===== config.mk =====
export PLATFORM = sky130hd
export DESIGN_NAME = pcm_frame_xcvr
export DESIGN_NICKNAME = d
export VERILOG_FILES = /design/src/rtl/pcm_xcvr_pkg.sv /design/src/rtl/pcm_tx_shifter.sv /design/src/rtl/pcm_rx_shifter.sv /design/src/rtl/pcm_frame_xcvr.sv
export SDC_FILE = /design/constraint.sdc
export NUM_CORES = 1
export LEC_CHECK = 0
export CORE_MARGIN = 4
export CORE_UTILIZATION = 30
export DETAILED_ROUTE_END_ITERATION = 12
export RECOVER_POWER = 25
export SYNTH_ARGS = -nofsm -noshare
export SYNTH_HDL_FRONTEND = slang
export SYNTH_HIERARCHICAL = 1
export SYNTH_SLANG_ARGS = --single-unit

===== constraint.sdc =====
create_clock -name clk -period 4.4 [get_ports clk]
set_input_delay 0.88 -clock clk [delete_from_list [all_inputs] [get_ports clk]]
set_output_delay 0.88 -clock clk [all_outputs]
set_load 0.02 [all_outputs]

===== src/rtl/pcm_xcvr_pkg.sv =====
package pcm_xcvr_pkg;
  parameter int SAMPLE_W = 16;
  localparam int CNT_W = $clog2(SAMPLE_W + 1);
endpackage


===== src/rtl/pcm_tx_shifter.sv =====
module pcm_tx_shifter #(
  parameter int W = pcm_xcvr_pkg::SAMPLE_W
) (
  input  logic         clk,
  input  logic         rst_n,
  input  logic         active,
  input  logic         msb_late,
  input  logic         bit_lead,
  input  logic         frame_tick,
  input  logic [W-1:0] tx_data,
  input  logic         tx_empty,
  output logic         tx_pop,
  output logic         tx_starve,
  output logic         sdo
);
  localparam int CW = $clog2(W + 1);

  logic [W-1:0]  sreg_q, sreg_n;
  logic [CW-1:0] left_q, left_n;
  logic          sdo_q, sdo_n;
  logic          starve_q, starve_n;
  logic          frame_go;
  logic [W-1:0]  word;

  assign frame_go = active & bit_lead & frame_tick;
  assign tx_pop   = frame_go & ~tx_empty;
  assign word     = tx_empty ? '0 : tx_data;

  always_comb begin
    sreg_n   = sreg_q;
    left_n   = left_q;
    sdo_n    = sdo_q;
    starve_n = 1'b0;
    if (!active) begin
      sreg_n = '0;
      left_n = '0;
      sdo_n  = 1'b0;
    end else if (bit_lead) begin
      if (frame_tick) begin
        starve_n = tx_empty;
        if (msb_late) begin
          sdo_n  = 1'b0;
          sreg_n = word;
          left_n = CW'(W);
        end else begin
          sdo_n  = word[W-1];
          sreg_n = {word[W-2:0], 1'b0};
          left_n = CW'(W - 1);
        end
      end else if (left_q != '0) begin
        sdo_n  = sreg_q[W-1];
        sreg_n = {sreg_q[W-2:0], 1'b0};
        left_n = left_q - 1'b1;
      end else begin
        sdo_n = 1'b0;
      end
    end
  end

  always_ff @(posedge clk or negedge rst_n) begin
    if (!rst_n) begin
      sreg_q   <= '0;
      left_q   <= '0;
      sdo_q    <= 1'b0;
      starve_q <= 1'b0;
    end else begin
      sreg_q   <= sreg_n;
      left_q   <= left_n;
      sdo_q    <= sdo_n;
      starve_q <= starve_n;
    end
  end

  assign sdo       = sdo_q;
  assign tx_starve = starve_q;

  AST_SDO_IDLE_WHEN_OFF: assert property (@(posedge clk) disable iff (!rst_n)
    !active |=> (sdo == 1'b0));
  AST_STARVE_ONLY_EMPTY: assert property (@(posedge clk) disable iff (!rst_n)
    tx_starve |-> $past(tx_empty));
  AST_SDO_MOVES_ON_LEAD: assert property (@(posedge clk) disable iff (!rst_n)
    !$stable(sdo) |-> ($past(bit_lead) || !$past(active)));
endmodule


===== src/rtl/pcm_rx_shifter.sv =====
module pcm_rx_shifter #(
  parameter int W = pcm_xcvr_pkg::SAMPLE_W
) (
  input  logic         clk,
  input  logic         rst_n,
  input  logic         active,
  input  logic         msb_late,
  input  logic         bit_lead,
  input  logic         bit_trail,
  input  logic         frame_tick,
  input  logic         sdi,
  input  logic         rx_full,
  output logic         rx_push,
  output logic [W-1:0] rx_wdata,
  output logic         rx_ovf
);
  localparam int CW = $clog2(W + 1);

  logic [W-1:0]  sreg_q, sreg_n;
  logic [CW-1:0] left_q, left_n;
  logic          skip_q, skip_n;
  logic          push_q, push_n;
  logic          ovf_q, ovf_n;
  logic [W-1:0]  wdata_q, wdata_n;
  logic [W-1:0]  shifted;

  assign shifted = {sreg_q[W-2:0], sdi};

  always_comb begin
    sreg_n  = sreg_q;
    left_n  = left_q;
    skip_n  = skip_q;
    wdata_n = wdata_q;
    push_n  = 1'b0;
    ovf_n   = 1'b0;
    if (!active) begin
      left_n = '0;
      skip_n = 1'b0;
    end else if (bit_lead && frame_tick) begin
      left_n = CW'(W);
      skip_n = msb_late;
    end else if (bit_trail) begin
      if (skip_q) begin
        skip_n = 1'b0;
      end else if (left_q != '0) begin
        sreg_n = shifted;
        left_n = left_q - 1'b1;
        if (left_q == CW'(1)) begin
          push_n = ~rx_full;
          ovf_n  = rx_full;
          if (!rx_full) wdata_n = shifted;
        end
      end
    end
  end

  always_ff @(posedge clk or negedge rst_n) begin
    if (!rst_n) begin
      sreg_q  <= '0;
      left_q  <= '0;
      skip_q  <= 1'b0;
      push_q  <= 1'b0;
      ovf_q   <= 1'b0;
      wdata_q <= '0;
    end else begin
      sreg_q  <= sreg_n;
      left_q  <= left_n;
      skip_q  <= skip_n;
      push_q  <= push_n;
      ovf_q   <= ovf_n;
      wdata_q <= wdata_n;
    end
  end

  assign rx_push  = push_q;
  assign rx_ovf   = ovf_q;
  assign rx_wdata = wdata_q;

  AST_PUSH_AFTER_TRAIL: assert property (@(posedge clk) disable iff (!rst_n)
    (rx_push || rx_ovf) |-> $past(bit_trail));
  AST_NO_PUSH_WHEN_FULL: assert property (@(posedge clk) disable iff (!rst_n)
    rx_push |-> !$past(rx_full));
  AST_RX_QUIET_WHEN_OFF: assert property (@(posedge clk) disable iff (!rst_n)
    !active |=> !rx_push);
endmodule


===== src/rtl/pcm_frame_xcvr.sv =====
module pcm_frame_xcvr #(
  parameter int W = pcm_xcvr_pkg::SAMPLE_W
) (
  input  logic         clk,
  input  logic         rst_n,
  input  logic         glb_en,
  input  logic         tx_en,
  input  logic         rx_en,
  input  logic         tx_msb_late,
  input  logic         rx_msb_late,
  input  logic         bit_lead,
  input  logic         bit_trail,
  input  logic         frame_tick,
  output logic         sdo,
  input  logic         sdi,
  output logic         tx_pop,
  input  logic [W-1:0] tx_data,
  input  logic         tx_empty,
  output logic         tx_starve,
  output logic         rx_push,
  output logic [W-1:0] rx_wdata,
  input  logic         rx_full,
  output logic         rx_ovf
);
  logic tx_act, rx_act;

  assign tx_act = glb_en & tx_en;
  assign rx_act = glb_en & rx_en;

  pcm_tx_shifter #(.W(W)) u_tx (
    .clk        (clk),
    .rst_n      (rst_n),
    .active     (tx_act),
    .msb_late   (tx_msb_late),
    .bit_lead   (bit_lead),
    .frame_tick (frame_tick),
    .tx_data    (tx_data),
    .tx_empty   (tx_empty),
    .tx_pop     (tx_pop),
    .tx_starve  (tx_starve),
    .sdo        (sdo)
  );

  pcm_rx_shifter #(.W(W)) u_rx (
    .clk        (clk),
    .rst_n      (rst_n),
    .active     (rx_act),
    .msb_late   (rx_msb_late),
    .bit_lead   (bit_lead),
    .bit_trail  (bit_trail),
    .frame_tick (frame_tick),
    .sdi        (sdi),
    .rx_full    (rx_full),
    .rx_push    (rx_push),
    .rx_wdata   (rx_wdata),
    .rx_ovf     (rx_ovf)
  );
endmodule


After elaboration in Yosys (flattened, before gate mapping)
Cells that the tools add are included.
W data, S select, Z words.

storage, ports and cells
  bits in registers = 62
  output and inout bits = 21
  word-level logic and storage cells = 73

operators by class
  $add $sub $neg = 2
  eq/ne operators = 6
  muxes and demuxes = 39
  bitwise logic cells = 9
  reductions and logical operators = 7

operators with widths
  kind                   number
  $mux W16               6
  $mux W5                10
  $mux W1                23
  $ne A3 B3 Y1 const B   4
  $reduce_bool A5 Y1     2
  $sub A5 B1 Y5 const B  2
  $reduce_and A7 Y1      1
  $and A1 B1 Y1          5
  $eq A5 B1 Y1 const B   1
  $reduce_and A5 Y1      1
  $not A1 Y1             4
  $reduce_and A3 Y1      1
  $ne A2 B2 Y1 const B   1
  $reduce_and A2 Y1      1
  $logic_and A1 B1 Y1    1

Logic depth before layout (Yosys ltp)
Gate-level depths: netlist of run 1.

  depth in word-level cells = 7
  depth in mapped cells = 7
  mapped depth without buffers = 6

Cells and area by module
Netlist of run 1, hierarchy kept.

modules (own cells, without submodules)
  module          instances  cells an instance  area an instance (µm²)  sequential area each (µm²)
  pcm_rx_shifter  1          107                1672.9                  975.9
  pcm_tx_shifter  1          158                1365.1                  575.6
  pcm_frame_xcvr  1          2                  12.5                    0.0

Worst setup path after synthesis of run 1
OpenSTA, ideal clock, no wires.

  path type = input to output
  start point = input port glb_en
  end point = output port tx_pop
  arrival = 1.719 ns
  data required time = 3.520 ns
  slack = 1.801 ns
  stages = 4
  path buffers = 1
  path through = and2_1 clkbuf_1 nand3_1 nor2_1

between the ends
  cells in the longest elaborated chain, start to end = 4

RTL lines
  what                         RTL line              text
  start: declaration           pcm_frame_xcvr.sv:6   input logic glb_en,
  $and A1 B1 Y1                pcm_frame_xcvr.sv:27  assign tx_act = glb_en & tx_en;
  $and A1 B1 Y1 (2 in series)  pcm_tx_shifter.sv:25  assign frame_go = active & bit_lead & frame_tick;
  $and A1 B1 Y1                pcm_tx_shifter.sv:26  assign tx_pop = frame_go & ~tx_empty;
  end: declaration             pcm_frame_xcvr.sv:16  output logic tx_pop,

Every way passes these cells.

Final worst setup path of run 1
  start point = input port glb_en
  end point = output port tx_pop

between the ends
  cells in the longest elaborated chain, start to end = 4

RTL lines
  what                         RTL line              text
  $and A1 B1 Y1                pcm_frame_xcvr.sv:27
  named net tx_act             pcm_frame_xcvr.sv:25  logic tx_act, rx_act;
  $and A1 B1 Y1 (2 in series)  pcm_tx_shifter.sv:25
  $and A1 B1 Y1                pcm_tx_shifter.sv:26

The timed path passes the listed nets, and every way through them passes these cells.

==> flow_summary.ini, run 1 <==
[sta]
drv_slew = 42
period_minus_slack_ns = 3.27
worst_pin_slew_ns = 2.16
hold_viol_final = 0
tns_ns = 0
fmax_mhz = 305
final.period_utilization = 0.744
rsz0062_at_grt = no
finalClockSkew_ns = 0.0106
maxSlewHeadroom = -0.438
setup_viol = 0

[yosys]
syn_inst = 267
synth_area_leaders = dfrtp_1 51%, mux2_2 8.1%, mux2_4 4.4%
syn_area_per_cell_um2 = 11.4
yosysUniqueCellTypes = 42
synth_warnings = 6
syn_nets = 299
synth.yosys.seq_area_share = 0.509
ys_ff_latch = 62
yosys.area.top_type = dfrtp_1
syn_area_um2 = 3050
synth_top_cell_area_share = 0.509

[setup_path]
critPathKind = input pin to output pin
end_kind = output pin
cp_max_fo = 2
critPathRequiredTime_ns = 3.52
start_kind = input pin
worstPathArrival_ns = 2.39

[die]
die_x_um = 109
rows = 36
start_util = 0.311
ios = 50
core_area_um2 = 9820
die-area_um2 = 11800
die_y_um = 109

[routing]
via_per_inst = 4.85
vias = 2210
drt_iter0_markers = 169
post-route-drc-count = 0
dr.pass1.iters = 4
totalWireLength_um = 6420
drtAntennaViolNets = 0
wl_per_cell_um = 14.1

[global_routing]
grt_pass1_vias = 2119
met3_usage = 0.0272
grt_start_max_net_pins = 42
grt_pass1_wl_um = 10500
track_usage = 0.114
top_usage_layer = met1
globalRouteOverflowTotal = 0
grtUsageMet2 = 0.158
grt_use_met1 = 0.168
grt_antenna_before_repair = 0

[clock_network]
cts_sinks = 62
post_cts_resized = 0
cts_max_path_buffers = 2
htreeDepth = 3
post_cts_buffers = 0
cts_inserted_buffers = 9
clkTransAtPathRegs_ns = 0.07
clk_latency_ns = 0.34
cts_hold_buf = 0
clock-root-buffer = clkbuf_8
cts_tree = done

[power]
p_total_mw = 1.22
powerDensity_nw_per_um2 = 318
irDropWorstVdd_mv = 0.152
leakagePower_nw = 1.68

[cells_and_area]
fillers = 1000
drive_gt1_frac = 0.192
area_growth_pct = 26.2
antennaDiodeCount = 0
final_cell_mix = 62 x dfrtp_1, 48 x clkdlybuf4s50_1, 24 x o21ai_0
nNetsFinal = 350
layout_commonest_cell = dfrtp_1

[run]
max_cap_violations = 1

[min_path]
hp-class = flop to flop

[status]
violations = max-capacitance violations, max-slew violations
status = complete, but fails checks

[placed_design]
dp.final_hpwl_um = 4350
place_congestion = 0.775
portBuffers = 49
[power breakdown]
part	internal [mW]	switching, mW
clock	0.263	0.235
sequential	0.585	0.0112
combinational	0.0596	0.0693
[cells in the mapped netlist (all sizes together)]
library cell	n
dfrtp	62
mux2	31
o21ai	27
nand2	22
nor2b	18
o22ai	16
o31ai	16
inv	10
clkbuf	8
a21oi	7
buf	6
and2	4
a21boi	3
ha	3
nand2b	3
nand3	3
nor2	3
nor4b	3
or3	3
a31oi	2
nor3b	2
nor4	2
or4	2
a2111o	1
a21bo	1
a31o	1
and3	1
nor3	1
nor4bb	1
o2111ai	1
o21a	1
o41ai	1
or3b	1
or4b	1
[worst max-delay path: stages]
cell and delay (ns):
clkdlybuf4s50_1 0.46, and2_1 0.14, nand3_1 0.13, nor2_1 0.13, clkdlybuf4s50_1 0.65
[cells by family after synthesis]
group                    after synthesis  synth area share
buffers and inverters                 24            0.0410
multiplexers                          31             0.126
AND/OR/NAND/NOR                       70             0.151
AO/OA/AOI/OAI                         77             0.162
adder cells (fa/ha/maj)                3            0.0123
flip-flops                            62             0.509
[per-layer routing]
metal | wire [um] | vias to the layer above
li1 | - | 1081
met1 | 3170 | 1079
met2 | 2940 | 44
met3 | 215 | 6
met4 | 94 | 0
met5 | 0 | -
[sequential cells by signal, indices dropped and copies added (netlist names)]
| register | flops |
|---|---|
| u_rx/sreg_q | 15 |
| u_rx/left_q | 5 |
| u_tx/sreg_q | 16 |
| u_rx/rx_push | 1 |
| u_tx/sdo | 1 |
| u_rx/rx_ovf | 1 |
| u_rx/rx_wdata | 16 |
| u_tx/tx_starve | 1 |
| u_rx/skip_q | 1 |
| u_tx/left_q | 5 |
[through the flow]
stage	area [um^2]	setup slack, ns	util	instances	hold slack [ns]
finish	3850	1.13	0.392	456	0.483
CTS	3850	1.10	0.392	456	0.485
global route	3850	1.04	0.392	456	0.510
global placement	3650	1.12	0.372	440	0.461
detailed placement	3650	1.10	0.372	440	0.467
floorplan	3050	1.80	-	267	0.448
[area by class of cell]
cell class / count / area (um^2) / area share
clock buffer: 9 / 124 / 0.0322
multi-input combinational: 181 / 1370 / 0.357
inverter: 10 / 37.5 / 0.00975
timing repair buffer: 54 / 522 / 0.136
tap: 133 / 166 / 0.0432
sequential: 62 / 1550 / 0.403
clock inverter: 7 / 73.8 / 0.0192
[final timing paths]
path                           startpoint          endpoint  slack (ns)  depth (start not counted)
min reg2reg                u_tx/sreg_q[4]    u_tx/sreg_q[4]        0.48                          2
max in group asynchronous           rst_n   u_tx/sreg_q[15]        1.95                          2
min in group asynchronous           rst_n  u_rx/rx_wdata[8]        1.16                          1
max                                glb_en            tx_pop        1.13                          5
max reg2reg                u_tx/left_q[0]    u_tx/left_q[1]        2.23                          6
min                        u_tx/sreg_q[4]    u_tx/sreg_q[4]        0.48                          2
No activity file was read; power rests on OpenSTA's default activity.
==> run 2: changes to the inputs <==
==> constraint.sdc (replaced) <==
create_clock -name clk -period 2.7 [get_ports clk]
set_input_delay 0.54 -clock clk [delete_from_list [all_inputs] [get_ports clk]]
set_output_delay 0.54 -clock clk [all_outputs]
set_load 0.02 [all_outputs]
==> run 2 against run 1 <==
Hold slack better by 0.0047 ns. Sequential share of layout area fell by 0.47 points. Cell count rose by 1.1%. Global-route usage is 0.13 points higher. The run now ends clean. Die area is the same. Largest power group unchanged. Clock-buffer cell count unchanged. Total power rose by 57%. First-iteration DRC count fell by 44%. Core utilization is 0.46 points higher.
==> flow_summary.ini, run 2 (synthesized netlist as in run 1, its figures left out) <==
[setup_path]
slowest_stage = clkdlybuf4s50_1
reg2reg_slack_ns = 0.79
ff2ff_path_depth = 5
critPathKind = input pin to output pin
r2r_end = u_rx/rx_wdata[13]
crit_start = glb_en
critical_path.cell_chain = clkdlybuf4s50_1 -> and2_1 -> nand3_1 -> nor2_1 -> dlymetal6s2s_1
critPathRequiredTime_ns = 2.16
max_stage_delay_ns = 0.46
endpoint = tx_pop
start_kind = input pin
r2r_start = u_rx/left_q[0]
cp_max_fo = 2
end_kind = output pin
worstPathArrival_ns = 1.69

[cells_and_area]
layout_commonest_cell = dfrtp_1
drive_gt1_frac = 0.201
nNetsFinal = 355
utilization = 0.397
fillers = 1001
antennaDiodeCount = 0
multiInputGateArea_um2 = 1370
area_growth_pct = 27.6
ff_latch_area_um2 = 1550
final_cell_mix = 62 x dfrtp_1, 47 x clkdlybuf4s50_1, 24 x o21ai_0

[routing]
via_per_inst = 4.82
post-route-drc-count = 0
dr.pass1.iters = 4
wl_per_cell_um = 14.2
drtAntennaViolNets = 0
vias = 2223
totalWireLength_um = 6570
drt_iter0_markers = 95

[global_routing]
grtUsageMet2 = 0.179
grt_pass1_vias = 2237
top_usage_layer = met2
met3_usage = 0.0195
globalRouteOverflowTotal = 0
track_usage = 0.116
grt_use_met1 = 0.156
grt_pass1_wl_um = 10800
grt_antenna_before_repair = 0
grt_start_max_net_pins = 60

[clock_network]
post_cts_buffers = 0
cts_tree = done
cts_max_path_buffers = 2
clock-root-buffer = clkbuf_8
htreeDepth = 3
clkTransAtPathRegs_ns = 0.07
cts_sinks = 62
cts_inserted_buffers = 9
clk_latency_ns = 0.34

[sta]
fmax_mhz = 449
final.period_utilization = 0.825
finalClockSkew_ns = 0.00886
maxSlewHeadroom = 0.641
period_minus_slack_ns = 2.23
rsz0062_at_grt = no
hold_viol_final = 0
tns_ns = 0
drv_slew = 0
worst_pin_slew_ns = 0.537
setup_viol = 0

[die]
die_y_um = 109
die-area_um2 = 11800
die_x_um = 109
start_util = 0.311
rows = 36
ios = 50
core_area_um2 = 9820

[power]
powerDensity_nw_per_um2 = 492
irDropWorstVdd_mv = 0.169
leakagePower_nw = 1.72

[min_path]
hp-class = flop to flop

[placed_design]
dp.final_hpwl_um = 4490
portBuffers = 49
place_congestion = 0.766

[run]
max_cap_violations = 0

[status]
status = finished, final reports clean
-- run 2: worst min path at each step --
stage          slack [ns]               end  depth (start not counted)            from
4_1_cts              0.48    u_tx/sreg_q[4]                          2  u_tx/sreg_q[4]
6_report             0.49    u_tx/sreg_q[6]                          2  u_tx/sreg_q[6]
2_1_floorplan        0.24    u_rx/left_q[0]                          0           rst_n
3_5_place_dp         0.36  u_rx/rx_wdata[9]                          1           rst_n
5_1_grt              0.51    u_tx/sreg_q[6]                          2  u_tx/sreg_q[6]
3_3_place_gp         0.36      u_rx/rx_push                          1           rst_n
-- run 2: routing by layer --
layer,routed length (um),vias to the layer above
met4,135,0
met2,3010,55
met5,0,-
met3,244,13
met1,3170,1069
li1,-,1086
-- run 2: metrics by stage --
stage          power, mW  hold slack (ns)  std cells  setup slack (ns)  cell area [um^2]
2_1_floorplan       1.11            0.244        267             0.781              3050
3_3_place_gp        1.20            0.356        444            0.0809              3710
3_5_place_dp        1.21            0.361        444            0.0670              3710
4_1_cts             1.94            0.484        461            0.0667              3890
5_1_grt             2.01            0.508        461             0.388              3890
6_report            1.91            0.488        461             0.472              3890
-- run 2: timing repair --
item                       CTS  global route
resized for setup            0             1
hold endpoints to repair     3             0
hold buffers                 1             0
setup endpoints to repair    0             1
-- run 2: power breakdown --
group / internal [mW] / switching (mW) / leakage, nW
Clock: 0.333 / 0.392 / 0.0852
Sequential: 0.953 / 0.0180 / 0.857
Combinational: 0.104 / 0.115 / 0.773
Total: 1.39 / 0.524 / 1.72
-- run 2: final cells by class --
cell class | count | share of cell area
flip-flops and latches | 62 | 0.398
multi-input cells | 181 | 0.353
repair buffers | 59 | 0.151
well taps | 133 | 0.0427
clock buffers | 9 | 0.0318
clock inverters | 7 | 0.0132
inverters | 10 | 0.00964
-- run 2: worst max-delay path: cells and delay by family --
family	cells	cell delay, ns
buffers and inverters	2	0.70
and+or+nand+nor	3	0.45
==> run 3: changes to the inputs <==
==> constraint.sdc (replaced) <==
create_clock -name clk -period 2.2 [get_ports clk]
set_input_delay 0.44 -clock clk [delete_from_list [all_inputs] [get_ports clk]]
set_output_delay 0.44 -clock clk [all_outputs]
set_load 0.02 [all_outputs]
==> run 3 against run 2 <==
The run now ends with max-capacitance violations, max-slew violations left. Register-to-register slack worse by 0.47 ns. First-iteration DRC count is 19% higher. Core utilization is 0.99 points higher. Clock skew hardly changed. Sequential share of layout area is 0.97 points lower. Wire length hardly changed. Sequential power is 23% higher.
==> flow_summary.ini, run 3 (synthesized netlist as in run 1, its figures left out) <==
[setup_path]
max_stage_delay_ns = 0.46
end_kind = output pin
cp_max_fo = 2
critPathKind = input pin to output pin
slowest_stage = clkdlybuf4s50_1
worstPathArrival_ns = 1.68
critPathRequiredTime_ns = 1.76
start_kind = input pin
critical_path.cell_chain = clkdlybuf4s50_1 -> and2_1 -> nand3_1 -> nor2_1 -> clkdlybuf4s15_1

[run]
max_cap_violations = 1

[routing]
dr.pass1.iters = 4
via_per_inst = 4.86
wl_per_cell_um = 14.0
vias = 2284
drtAntennaViolNets = 0
totalWireLength_um = 6570
post-route-drc-count = 0
drt_iter0_markers = 113

[global_routing]
grt_start_max_net_pins = 35
grt_pass1_wl_um = 10600
track_usage = 0.115
globalRouteOverflowTotal = 0
grt_pass1_vias = 2177
grt_antenna_before_repair = 0

[die]
ios = 50
die_x_um = 109
die_y_um = 109
die-area_um2 = 11800
core_area_um2 = 9820
rows = 36
start_util = 0.311

[power]
leakagePower_nw = 1.76
powerDensity_nw_per_um2 = 620
p_total_mw = 2.47
irDropWorstVdd_mv = 0.276

[clock_network]
htreeDepth = 3
clk_latency_ns = 0.33
cts_hold_buf = 0
cts_sinks = 62
clock-root-buffer = clkbuf_8
cts_max_path_buffers = 2
clkTransAtPathRegs_ns = 0.07
cts_inserted_buffers = 9
cts_tree = done

[placed_design]
portBuffers = 49
post-place-ws_ns = -0.241
dp.final_hpwl_um = 4610
place_inst = 454
place_congestion = 0.801
placed_area_um2 = 3790

[cells_and_area]
stdcell_count = 470
multiInputGateArea_um2 = 1370
layout_commonest_cell = dfrtp_1
fin_area_um2 = 3990
antennaDiodeCount = 0
area_growth_pct = 30.8
nNetsFinal = 364
utilization = 0.406
ff_latch_area_um2 = 1550
drive_gt1_frac = 0.226
fillers = 989
final_cell_mix = 62 x dfrtp_1, 47 x clkdlybuf4s50_1, 24 x o21ai_0

[sta]
worst_pin_slew_ns = 1.89
period_minus_slack_ns = 2.12
setup_viol = 0
fmax_mhz = 472
setup_ws_ns = 0.0830
drv_slew = 34
tns_ns = 0
finalClockSkew_ns = 0.00837
hold_viol_final = 0
hold_slack_ns = 0.482
rsz0062_at_grt = no
maxSlewHeadroom = -0.257
final.period_utilization = 0.962

[status]
violations = max-capacitance violations, max-slew violations
status = complete, but fails checks

[min_path]
hp-class = flop to flop
[run 3: final timing paths]
check,from,endpoint,slack (ns),cells after the start
max reg2reg,u_rx/left_q[0],u_rx/rx_wdata[12],0.32,5
min,u_tx/sreg_q[5],u_tx/sreg_q[5],0.48,2
max,glb_en,tx_pop,0.08,5
max in group asynchronous,rst_n,u_rx/left_q[4],0.50,1
min in group asynchronous,rst_n,u_rx/rx_push,0.61,1
min reg2reg,u_tx/sreg_q[5],u_tx/sreg_q[5],0.48,2
[run 3: layer usage]
metal | vias up | share of wire | global-route usage
met5 | - | 0 | 0
li1 | 1102 | - | -
met3 | 5 | 0.046 | 0.0302
met2 | 50 | 0.47 | 0.171
met4 | 0 | 0.013 | 0.0388
met1 | 1127 | 0.47 | 0.162
[run 3: where the power goes]
group | internal (mW) | leakage [nW] | switching (mW) | total (mW)
clock | 0.526 | 0.0996 | 0.470 | 0.996
sequential | 1.17 | 0.857 | 0.0229 | 1.19
combinational | 0.141 | 0.803 | 0.145 | 0.286
[run 3: layout make-up]
class / count / area share
clock inverters: 7 / 0.0185
clock buffers: 9 / 0.0310
well taps: 133 / 0.0417
flip-flops and latches: 62 / 0.389
inverters: 10 / 0.00940
repair buffers: 68 / 0.166
multi-input cells: 181 / 0.344
[run 3: worst max-delay path: cells and delay by family]
kind	cells	cell delay (ns)
buffers and inverters	2	0.79
AND/OR/NAND/NOR	3	0.44
[run 3: repair_timing]
item | CTS | global route
endpoints found under the setup margin | 1 | 1
resized for setup | 1 | 1
pin swaps | 0 | 0
gates cloned | 0 | 0
setup buffers | 0 | 0
